--- src/rtl/mcseq_pkg.sv ---
package mcseq_pkg;
  localparam int NCH  = 8;
  localparam int CHW  = $clog2(NCH);
  localparam int CW   = 10;
  localparam int C8W  = 8;
  localparam int DW   = 16;
  localparam int AW   = 4;

  localparam logic [AW-1:0] A_CTRL = 4'd0;
  localparam logic [AW-1:0] A_LEN  = 4'd1;
  localparam logic [AW-1:0] A_RES  = 4'd2;
  localparam logic [AW-1:0] A_MODE = 4'd3;
  localparam logic [AW-1:0] A_ST0  = 4'd4;
  localparam logic [AW-1:0] A_ST1  = 4'd5;

  typedef struct packed {
    logic trig_en;
    logic irq_en;
    logic pwr;
  } ctrl_t;

  typedef struct packed {
    logic           left;
    logic           sgn;
    logic           cont;
    logic           multi;
    logic [CHW-1:0] first;
  } mode_t;

  typedef enum logic [1:0] {S_IDLE, S_ARM, S_ISSUE, S_WAIT} seq_st_t;
endpackage

--- src/rtl/mcseq_regs.sv ---
module mcseq_regs
  import mcseq_pkg::*;
(
  input  logic                    clk,
  input  logic                    rst_n,
  input  logic                    wr_en,
  input  logic [AW-1:0]           addr,
  input  logic [DW-1:0]           wdata,
  input  logic                    seq_done,
  input  logic                    ovr,
  input  logic [CHW-1:0]          cnt,
  input  logic [NCH-1:0]          cc,
  input  logic [NCH-1:0][DW-1:0]  res,
  output ctrl_t                   ctrl,
  output logic [CHW-1:0]          len_code,
  output logic                    res8,
  output mode_t                   mode,
  output logic                    abort_req,
  output logic                    start_req,
  output logic                    clr_done,
  output logic                    clr_ovr,
  output logic [DW-1:0]           rdata
);
  logic wr_ctrl, wr_len, wr_res, wr_mode, wr_st0;
  ctrl_t          ctrl_d;
  logic [CHW-1:0] len_d;
  logic           res8_d;
  mode_t          mode_d;
  logic           unused_wdata;

  assign unused_wdata = ^wdata[DW-1:C8W];

  assign wr_ctrl = wr_en && (addr == A_CTRL);
  assign wr_len  = wr_en && (addr == A_LEN);
  assign wr_res  = wr_en && (addr == A_RES);
  assign wr_mode = wr_en && (addr == A_MODE);
  assign wr_st0  = wr_en && (addr == A_ST0);

  assign abort_req = wr_ctrl | wr_len | wr_res | wr_mode;
  assign start_req = wr_mode;
  assign clr_done  = wr_st0 & wdata[7];
  assign clr_ovr   = wr_st0 & wdata[6];

  always_comb begin
    ctrl_d = ctrl;
    len_d  = len_code;
    res8_d = res8;
    mode_d = mode;
    if (wr_ctrl) ctrl_d = ctrl_t'(wdata[$bits(ctrl_t)-1:0]);
    if (wr_len)  len_d  = wdata[CHW-1:0];
    if (wr_res)  res8_d = wdata[0];
    if (wr_mode) mode_d = mode_t'(wdata[$bits(mode_t)-1:0]);
  end

  always_ff @(posedge clk or negedge rst_n) begin
    if (!rst_n) begin
      ctrl     <= '0;
      len_code <= '0;
      res8     <= 1'b0;
      mode     <= '0;
    end else begin
      if (wr_ctrl) ctrl     <= ctrl_d;
      if (wr_len)  len_code <= len_d;
      if (wr_res)  res8     <= res8_d;
      if (wr_mode) mode     <= mode_d;
    end
  end

  always_comb begin
    rdata = '0;
    if (addr[AW-1]) begin
      rdata = res[addr[CHW-1:0]];
    end else begin
      case (addr)
        A_CTRL: rdata[$bits(ctrl_t)-1:0] = ctrl;
        A_LEN:  rdata[CHW-1:0]           = len_code;
        A_RES:  rdata[0]                 = res8;
        A_MODE: rdata[$bits(mode_t)-1:0] = mode;
        A_ST0:  begin
          rdata[7]       = seq_done;
          rdata[6]       = ovr;
          rdata[CHW-1:0] = cnt;
        end
        A_ST1:  rdata[NCH-1:0] = cc;
        default: rdata = '0;
      endcase
    end
  end
endmodule

--- src/rtl/mcseq_fsm.sv ---
module mcseq_fsm
  import mcseq_pkg::*;
(
  input  logic           clk,
  input  logic           rst_n,
  input  logic           start_req,
  input  logic           abort_req,
  input  logic           pwr,
  input  logic           stop_req,
  input  logic           trig_en,
  input  logic           trig_rise,
  input  logic [CHW-1:0] len_code,
  input  mode_t          mode,
  input  logic           eng_done,
  input  logic           clr_done,
  input  logic           clr_ovr,
  output logic           eng_start,
  output logic           eng_abort,
  output logic [CHW-1:0] eng_chan,
  output logic           store_en,
  output logic [CHW-1:0] cnt,
  output logic           seq_done,
  output logic           ovr,
  output logic           busy,
  output logic           go
);
  seq_st_t        st, st_d;
  logic [CHW-1:0] cnt_d, last;
  logic           done_d, ovr_d, kill, active;

  assign last   = len_code - 1'b1;
  assign kill   = abort_req | stop_req | ~pwr;
  assign go     = start_req & pwr & ~stop_req;
  assign active = (st == S_ISSUE) || (st == S_WAIT);
  assign busy   = (st != S_IDLE);

  always_comb begin
    st_d     = st;
    cnt_d    = cnt;
    done_d   = seq_done;
    ovr_d    = ovr;
    store_en = 1'b0;
    if (clr_done) done_d = 1'b0;
    if (clr_ovr)  ovr_d  = 1'b0;
    if (trig_en && trig_rise && active) ovr_d = 1'b1;
    if (go) begin
      st_d   = trig_en ? S_ARM : S_ISSUE;
      cnt_d  = '0;
      done_d = 1'b0;
      ovr_d  = 1'b0;
    end else if (kill) begin
      st_d = S_IDLE;
    end else begin
      case (st)
        S_ARM:   if (trig_rise) st_d = S_ISSUE;
        S_ISSUE: st_d = S_WAIT;
        S_WAIT:  if (eng_done) begin
          store_en = 1'b1;
          if (cnt == last) begin
            cnt_d  = '0;
            done_d = 1'b1;
            if (mode.cont) st_d = trig_en ? S_ARM : S_ISSUE;
            else           st_d = S_IDLE;
          end else begin
            cnt_d = cnt + 1'b1;
            st_d  = S_ISSUE;
          end
        end
        default: st_d = S_IDLE;
      endcase
    end
  end

  always_ff @(posedge clk or negedge rst_n) begin
    if (!rst_n) begin
      st       <= S_IDLE;
      cnt      <= '0;
      seq_done <= 1'b0;
      ovr      <= 1'b0;
    end else begin
      st       <= st_d;
      cnt      <= cnt_d;
      seq_done <= done_d;
      ovr      <= ovr_d;
    end
  end

  assign eng_start = (st == S_ISSUE) && !kill;
  assign eng_abort = abort_req | ((stop_req | ~pwr) & busy);
  assign eng_chan  = mode.multi ? (mode.first + cnt) : mode.first;
endmodule

--- src/rtl/mcseq_fmt.sv ---
module mcseq_fmt
  import mcseq_pkg::*;
(
  input  logic [CW-1:0] raw,
  input  logic          res8,
  input  logic          sgn,
  input  logic          left,
  output logic [DW-1:0] word
);
  logic [CW-1:0]  c10;
  logic [C8W-1:0] c8;

  always_comb begin
    c10 = raw;
    c8  = raw[CW-1 -: C8W];
    c10[CW-1]  = raw[CW-1] ^ sgn;
    c8[C8W-1]  = raw[CW-1] ^ sgn;
    if (res8) begin
      if (left) word = {c8, {(DW-C8W){1'b0}}};
      else      word = {{(DW-C8W){sgn & c8[C8W-1]}}, c8};
    end else begin
      if (left) word = {c10, {(DW-CW){1'b0}}};
      else      word = {{(DW-CW){sgn & c10[CW-1]}}, c10};
    end
  end
endmodule

--- src/rtl/mcseq_results.sv ---
module mcseq_results
  import mcseq_pkg::*;
(
  input  logic                   clk,
  input  logic                   rst_n,
  input  logic                   store_en,
  input  logic [CHW-1:0]         store_idx,
  input  logic [DW-1:0]          din,
  input  logic                   clr_cc,
  output logic [NCH-1:0][DW-1:0] res,
  output logic [NCH-1:0]         cc
);
  for (genvar k = 0; k < NCH; k++) begin : g_slot
    logic          hit;
    logic          cc_d;
    logic [DW-1:0] res_d;

    assign hit = store_en && (store_idx == CHW'(k));

    always_comb begin
      res_d = res[k];
      cc_d  = cc[k];
      if (clr_cc) cc_d = 1'b0;
      if (hit) begin
        res_d = din;
        cc_d  = 1'b1;
      end
    end

    always_ff @(posedge clk or negedge rst_n) begin
      if (!rst_n) begin
        res[k] <= '0;
        cc[k]  <= 1'b0;
      end else begin
        if (hit) res[k] <= res_d;
        if (hit || clr_cc) cc[k] <= cc_d;
      end
    end
  end
endmodule

--- src/rtl/mcseq_top.sv ---
module mcseq_top
  import mcseq_pkg::*;
(
  input  logic           clk,
  input  logic           rst_n,
  input  logic           wr_en,
  input  logic [AW-1:0]  addr,
  input  logic [DW-1:0]  wdata,
  output logic [DW-1:0]  rdata,
  input  logic           trig_in,
  input  logic           stop_req,
  output logic           eng_start,
  output logic           eng_abort,
  output logic [CHW-1:0] eng_chan,
  input  logic           eng_done,
  input  logic [CW-1:0]  eng_data,
  output logic           irq
);
  logic rst_s0, rst_sync_n;
  logic trig_q, trig_rise;

  ctrl_t                  ctrl;
  mode_t                  mode;
  logic [CHW-1:0]         len_code, cnt;
  logic                   res8, abort_req, start_req, clr_done, clr_ovr;
  logic                   seq_done, ovr, busy, go, store_en, pwr;
  logic [NCH-1:0]         cc;
  logic [NCH-1:0][DW-1:0] res;
  logic [DW-1:0]          fmt_word;

  always_ff @(posedge clk or negedge rst_n) begin
    if (!rst_n) begin
      rst_s0     <= 1'b0;
      rst_sync_n <= 1'b0;
    end else begin
      rst_s0     <= 1'b1;
      rst_sync_n <= rst_s0;
    end
  end

  always_ff @(posedge clk or negedge rst_sync_n) begin
    if (!rst_sync_n) trig_q <= 1'b0;
    else             trig_q <= trig_in;
  end
  assign trig_rise = trig_in & ~trig_q;
  assign pwr       = ctrl.pwr;

  mcseq_regs u_regs (
    .clk(clk), .rst_n(rst_sync_n), .wr_en(wr_en), .addr(addr), .wdata(wdata),
    .seq_done(seq_done), .ovr(ovr), .cnt(cnt), .cc(cc), .res(res),
    .ctrl(ctrl), .len_code(len_code), .res8(res8), .mode(mode),
    .abort_req(abort_req), .start_req(start_req), .clr_done(clr_done),
    .clr_ovr(clr_ovr), .rdata(rdata)
  );

  mcseq_fsm u_fsm (
    .clk(clk), .rst_n(rst_sync_n), .start_req(start_req), .abort_req(abort_req),
    .pwr(pwr), .stop_req(stop_req), .trig_en(ctrl.trig_en), .trig_rise(trig_rise),
    .len_code(len_code), .mode(mode), .eng_done(eng_done), .clr_done(clr_done),
    .clr_ovr(clr_ovr), .eng_start(eng_start), .eng_abort(eng_abort),
    .eng_chan(eng_chan), .store_en(store_en), .cnt(cnt), .seq_done(seq_done),
    .ovr(ovr), .busy(busy), .go(go)
  );

  mcseq_fmt u_fmt (
    .raw(eng_data), .res8(res8), .sgn(mode.sgn), .left(mode.left), .word(fmt_word)
  );

  mcseq_results u_res (
    .clk(clk), .rst_n(rst_sync_n), .store_en(store_en), .store_idx(cnt),
    .din(fmt_word), .clr_cc(go), .res(res), .cc(cc)
  );

  assign irq = seq_done & ctrl.irq_en;
endmodule

--- config.mk ---
export PLATFORM = sky130hd
export DESIGN_NAME = mcseq_top
export DESIGN_NICKNAME = d
export VERILOG_FILES = /design/src/rtl/mcseq_pkg.sv /design/src/rtl/mcseq_regs.sv /design/src/rtl/mcseq_fsm.sv /design/src/rtl/mcseq_fmt.sv /design/src/rtl/mcseq_results.sv /design/src/rtl/mcseq_top.sv
export SDC_FILE = /design/constraint.sdc
export NUM_CORES = 1
export LEC_CHECK = 0
export BUFFER_PORTS_ARGS = -buffer_cell sky130_fd_sc_hd__buf_2
export CORE_ASPECT_RATIO = 0.5
export CORE_MARGIN = 10
export CORE_UTILIZATION = 60
export DETAILED_ROUTE_END_ITERATION = 10
export MAX_ROUTING_LAYER = met4
export PLACE_DENSITY = 0.91
export SETUP_SLACK_MARGIN = 0.5
export SLEW_MARGIN = 25
export SYNTH_ARGS = -nofsm -noshare
export SYNTH_HDL_FRONTEND = slang
export SYNTH_HIERARCHICAL = 1
export SYNTH_SLANG_ARGS = --single-unit
--- constraint.sdc ---
create_clock -name clk -period 13.6 [get_ports clk]
set_clock_uncertainty 0.15 [all_clocks]
set_input_delay 0.68 -clock clk [delete_from_list [all_inputs] [get_ports clk]]
set_output_delay 0.68 -clock clk [all_outputs]
set_load 0.03 [all_outputs]
==> flow_summary.toml, run 1 <==
[worst_setup_path]
cp.required_ps = 13760
critical_path.n_buffers_inverters = 3
crit_slowest_cell = "nand4b_2"
setup.worst_path.start_class = "input pin"
reg2reg_from = "u_regs/ctrl[0]"
critical_path.cell_chain = "buf_2 -> nor3b_4 -> nand3_2 -> inv_1 -> or4b_4 -> or2_4 -> inv_1 -> nand4b_2 -> mux2_2"
worstSetupPathType = "input pin to register"
cp-startpoint = "addr[2]"
worst_path_largest_cell_delay_ps = 740
crit_path_frequent_cell = "inv_1"
crit_family = "simple AND/OR/NAND/NOR gates"
worstPathMaxFanout = 26
critical_path.endpoint_type = "register"
crit_arrival_ps = 4140

[timing]
setup_slack_ps = 9620
timing.setup.tns_ps = 0
worst_slew_pin_slew_ps = 887
finalSetupViolations = 0
rsz_0062_raised_after_global_routing = "false"
finalHoldViolCount = 0
fmax_ghz = 0.251
final-max-slew-violation-count = 0
max-slew-margin-rel_pct = 40.9
layout_worst_path_cycle_share_pct = 29.2
final_period_minus_worst_setup_slack_ps = 3980

[clock_tree]
tritoncts = "done"
worst_setup_hold_path_clk_slew_ps = 70
cts_num_sinks = 160
clock_tree.root_cell = "clkbuf_16"
worst_skew_pair.late_latency_ps = 430
cts-resized-gates = 0
ctsHtreeMaxLevel = 4
cts-root-to-sink-buffers = 2
total_setup_buffers_inserted_after_cts = 0
cts_hold_buf = 1
cts-buffers-inserted = 17

[synth]
main_combinational_cell_family_by_area_after_synthesis = "multiplexers"
yosys_register_bits = 160
synthMuxAreaShare_pct = 31.4
synth_cell_type_count = 64
ys_async_sr_fraction_pct = 100
syn-num-nets = 633
synth_flop_cell = "dfrtp_1"
synth_simple_gate_area_share_pct = 7.68
post_synth_most_frequent_cells = "dfrtp_1 (160), mux2_2 (142), nand2_1 (38)"
synth_top_cell_area_share_pct = 49.6
mappedNetlistArea_mm2 = 0.00807
yosys_warnings = 6
syn-instance-count = 591
synth_seq_area_share_pct = 49.6
post_synth.cell_area_avg_um2 = 13.7
synth.area.top_cells = "dfrtp_1 (50%), mux2_2 (20%), mux4_2 (7.0%)"
netlist.top_cell.by_area = "dfrtp_1"
synth-edff-count = 0
post_synth_fa_ha_maj_area_fraction_pct = 1.02
synth_xor_xnor_area_share_pct = 0.729
synth_compound_gate_area_share_pct = 5.35
synth.most_common_cell = "dfrtp_1"

[detailed_routing]
post-route-drc-count = 0
route.detailed.wl_per_inst_um = 24.2
postRouteWirelength_um = 19700
metal2_wl_um = 9610
highest_layer = "met4"
route.vias.total = 5305
first_iter_violations = 554
via_per_inst = 6.54
detailroute.wirelength.met3_um = 1440
drtAntennaViolNets = 0
m1WireLength_um = 7980
drtPass1Iterations = 5

[global_route]
via_count_of_the_first_global_routing_pass = 5541
largest_net_degree_at_the_start_of_global_routing = 70
global_route.overflow_total = 0
grt_antenna_before_repair = 0
grt_first_pass_wirelength_um = 31000
grt.total_usage_pct = 22.1

[power]
vdd_ir_drop_max_mv = 0.0936
p_per_area_mw_per_mm2 = 128
power.leakage_nw = 4.45
power_mw = 1.14

[final_layout]
ant_diodes = 0
final_nets = 670
area_delta_synth_final_pct = 10.6
finish.instance_area_mm2 = 0.00892
fillCellCount = 760
final_core_utilization_pct = 69.1
drive_gt1_share_pct = 44.6

[placement]
place_congestion = 0.836
numPortBuffers = 49
preCtsSetupSlack_ps = 9290
dpl.hpwl_um = 11800
placement.cell_area_mm2 = 0.00831

[outcome]
run_status = "complete, no violations"

[hold_path]
holdCritPathClass = "register to asynchronous set/reset pin"

[floorplanning]
start_util_pct = 62.5
die_height_um = 102
io_pins = 58
die_area_mm2 = 0.0188
die_width_um = 184
core-area_mm2 = 0.0129
row_count = 29

[job]
maxCapViolCount = 0
==> through the flow <==
| step | std cells | hold slack [ps] |
|---|---|---|
| floorplan | 591 | 181 |
| global placement | 778 | 154 |
| detailed placement | 778 | 160 |
| CTS | 811 | 170 |
| global route | 811 | 194 |
| finish | 811 | 148 |
==> worst paths after layout <==
path                                       end  cells past startpoint  slack, ps
worst min-delay path            u_res/res[104]                      0        150
max in group asynchronous         u_fsm/cnt[2]                      1      11880
worst max-delay path             u_res/res[85]                      9       9620
worst max register to register   u_res/res[85]                      5      10560
worst min register to register  u_res/res[104]                      0        150
min in group clk                    rst_sync_n                      0        210
==> cells in the final DEF (no fill, tap or decap), types with 6 or more instances in the layout <==
master     netlist  layout
a21oi_1         19      19
buf_2           17      49
clkbuf_16        0      17
dfrtp_1        160     159
inv_1           18      18
mux2_2         142     142
mux2_4           9       9
mux2i_1         16      16
mux4_2          25      25
nand2_1         38      38
nand3_1          6       6
nor2_1          19      19
o21ai_0         12      12
==> area by class of cell <==
type / instances / area [µm²] / share of cell area (%)
Timing Repair Buffer: 55 / 293 / 3.28
Inverter: 19 / 71.3 / 0.799
Clock buffer: 19 / 453 / 5.08
Clock inverter: 13 / 153 / 1.71
Sequential cell: 160 / 4010 / 44.9
Tap cell: 170 / 213 / 2.38
Multi-Input combinational cell: 375 / 3730 / 41.8
==> routing by layer <==
metal	GRT usage, %	up-vias
met5	-	-
li1	-	2242
met1	26.1	2715
met3	5.67	76
met4	9.07	0
met2	35.9	272
==> state kept, by name (all words and copies together), names as in the netlist <==
register and cells:
u_fsm/cnt 3, u_res/res 128, u_regs/mode 7, u_regs/res8 1, rst_sync_n 1, u_fsm/ovr 1, u_fsm/seq_done 1, u_fsm/st 2
u_regs/ctrl 3, u_res/cc 8, u_regs/len_code 3, trig_q 1, rst_s0 1
==> where the power goes <==
part	total, mW	leakage (nW)	internal, mW	switching (mW)
Sequential	0.515	2.19	0.489	0.0262
Combinational	0.135	1.97	0.0482	0.0870
Clock	0.488	0.287	0.283	0.205
Total	1.14	4.45	0.820	0.318
==> cell families after synthesis <==
group                      count (synthesis)
other                                      1
adders and majority gates                  6
DFF                                      160
muxes                                    195
buffers and inverters                     56
xor gates and xnor gates                   5
and+or+nand+nor                          102
AOI/OAI and AO/OA                         66
Note: power is estimated with default switching activity, not from simulation.
==> run 2: changes to the inputs <==
clock period = 4.1 ns   (was 13.6 ns; I/O delays follow)
==> run 2 against run 1 <==
Compared with the run above: setup slack worse by 8700 ps; wire length up 6.8%; worst hold slack got worse by 110 ps; via count rose by 2.6%; die area unchanged; sequential cell count unchanged; first-iteration DRC count up 10%; combinational power grew to 3.4 times the previous value; critical path type unchanged.
==> flow_summary.toml, run 2 (same netlist as run 1, synthesis figures left out) <==
[global_route]
grt_antenna_before_repair = 0
via_count_of_the_first_global_routing_pass = 5813
largest_net_degree_at_the_start_of_global_routing = 65
grt_first_pass_wirelength_um = 33000
grt.total_usage_pct = 23.6
global_route.overflow_total = 0

[power]
p_per_area_mw_per_mm2 = 427
internal-power_mw = 2.86
switching_power_mw = 1.04
p_seq_share_pct = 44.0
switching_share_pct = 26.6
power.leakage_nw = 4.55
vdd_ir_drop_max_mv = 0.334
comb_power_share_pct = 11.8
power_mw = 3.90
power_frac_clock_pct = 44.2

[detailed_routing]
route.vias.total = 5444
drtPass1Iterations = 7
first_iter_violations = 610
route.detailed.wl_per_inst_um = 25.3
drtAntennaViolNets = 0
via_per_inst = 6.57
post-route-drc-count = 0
postRouteWirelength_um = 21000

[clock_tree]
cts-buffers-inserted = 17
cts_num_sinks = 160
worst_skew_pair.late_latency_ps = 420
ctsHtreeMaxLevel = 4
worst_setup_hold_path_clk_slew_ps = 60
cts_hold_buf = 12
total_setup_buffers_inserted_after_cts = 0
cts-root-to-sink-buffers = 2
tritoncts = "done"
cts-resized-gates = 0
clock_tree.root_cell = "clkbuf_16"

[worst_setup_path]
setup.worst_path.start_class = "input pin"
cp.required_ps = 4260
critical_path.endpoint_type = "register"
worstPathMaxFanout = 8
worstSetupPathType = "input pin to register"
critical_path.n_buffers_inverters = 4
worst_path_largest_cell_delay_ps = 710
reg2reg_from = "u_regs/ctrl[0]"
critical_path.cell_chain = "dlygate4sd3_1 -> buf_2 -> or4b_4 -> or2_4 -> inv_1 -> nor4b_4 -> buf_4 -> mux2_2"
crit_arrival_ps = 3330
cp-startpoint = "stop_req"
crit_slowest_cell = "nor4b_4"
critical_path_depth = 8
crit_family = "simple AND/OR/NAND/NOR gates"
r2r.worst_path.cells = 6

[timing]
worst_slew_pin_slew_ps = 849
setup_slack_ps = 930
fmax_ghz = 0.315
final-max-slew-violation-count = 0
finalSetupViolations = 0
layout_worst_path_cycle_share_pct = 77.3
max-slew-margin-rel_pct = 43.4
finalHoldViolCount = 0
timing.setup.tns_ps = 0
final_period_minus_worst_setup_slack_ps = 3170
rsz_0062_raised_after_global_routing = "false"

[floorplanning]
die_height_um = 102
die_area_mm2 = 0.0188
core-area_mm2 = 0.0129
start_util_pct = 62.5
die_width_um = 184
io_pins = 58
row_count = 29

[final_layout]
multiInputGateArea_mm2 = 0.00373
number_of_flip_flops_in_the_largest_register = 128
top_reg_by_flops = "u_res/res"
ant_diodes = 0
registers_with_the_highest_flip_flop_counts = "u_res/res: 128 flops, u_res/cc: 8 flops, u_regs/mode: 7 flops"
fillCellCount = 732
register_area_mm2 = 0.00401
most-common-layout-cells = "dfrtp_1 (159), mux2_2 (142), buf_2 (49)"
drive_gt1_share_pct = 44.5
mostFrequentLayoutCell = "dfrtp_1"
area_delta_synth_final_pct = 13.3
final_nets = 688
final_core_utilization_pct = 70.8

[placement]
numPortBuffers = 49
preCtsSetupSlack_ps = 728
place_congestion = 0.845
dpl.hpwl_um = 12600

[hold_path]
holdCritPathClass = "input pin to register"
hold_path_depth = 4
timing.hold.worst.start = "eng_done"

[outcome]
run_status = "complete, no violations"

[job]
maxCapViolCount = 0
## run 2: changes by cell type in the layout (fill, tap and decap cells not counted), sizes merged
cell / delta
dlygate4sd3: +11
buf: +7
bufinv: +2
clkinv: -2
inv: -2
clkbuf: +1
clkinvlp: +1
## run 2: path summary, 6_finish.rpt
path                                  endpoint  slack, ps
min in group asynchronous       u_res/res[123]        290
max in group asynchronous          u_res/cc[3]       2540
worst max register to register    u_res/res[2]       1000
worst min register to register      rst_sync_n        210
worst min-delay path               u_fsm/st[1]         30
worst max-delay path              u_res/res[2]        930
## run 2: layer usage
layer	vias up	routed length, µm	global-route usage, %
met5	-	0	-
met4	0	773	12.3
met3	80	2040	6.52
met2	336	10100	36.9
met1	2759	8080	27.8
li1	2269	-	-
## run 2: final cells by class
type | instances | area share (%)
sequential | 160 | 43.8
multi-input combinational | 375 | 40.8
timing repair buffer | 73 | 5.12
clock buffer | 20 | 5.11
tap | 170 | 2.33
clock inverter | 12 | 1.98
inverter | 19 | 0.780
## run 2: power by group through the flow
| stage | Clock [mW] | Sequential [mW] | Combinational, mW |
|---|---|---|---|
| after floorplan | 0 | 1.70 | 0.329 |
| after global placement | 0 | 1.74 | 0.416 |
| after CTS | 1.74 | 1.71 | 0.452 |
| after global routing | 1.81 | 1.72 | 0.494 |
| after detailed placement | 0 | 1.74 | 0.433 |
| final | 1.72 | 1.72 | 0.461 |
## run 2: worst reg2reg max path, delay by kind of cell, from the launching register on
family / cells / cell delay (ps)
flops: 1 / 410
mux: 1 / 360
buf+inv: 2 / 560
simple gates: 3 / 1500
## run 2: metrics by stage
stage | instances | hold WS (ps) | area (µm²)
finish | 829 | 34.4 | 9140
global route | 829 | 92.3 | 9140
CTS | 829 | 17.9 | 9140
detailed placement | 785 | -157 | 8370
global placement | 785 | -158 | 8370
floorplan | 591 | -241 | 8070
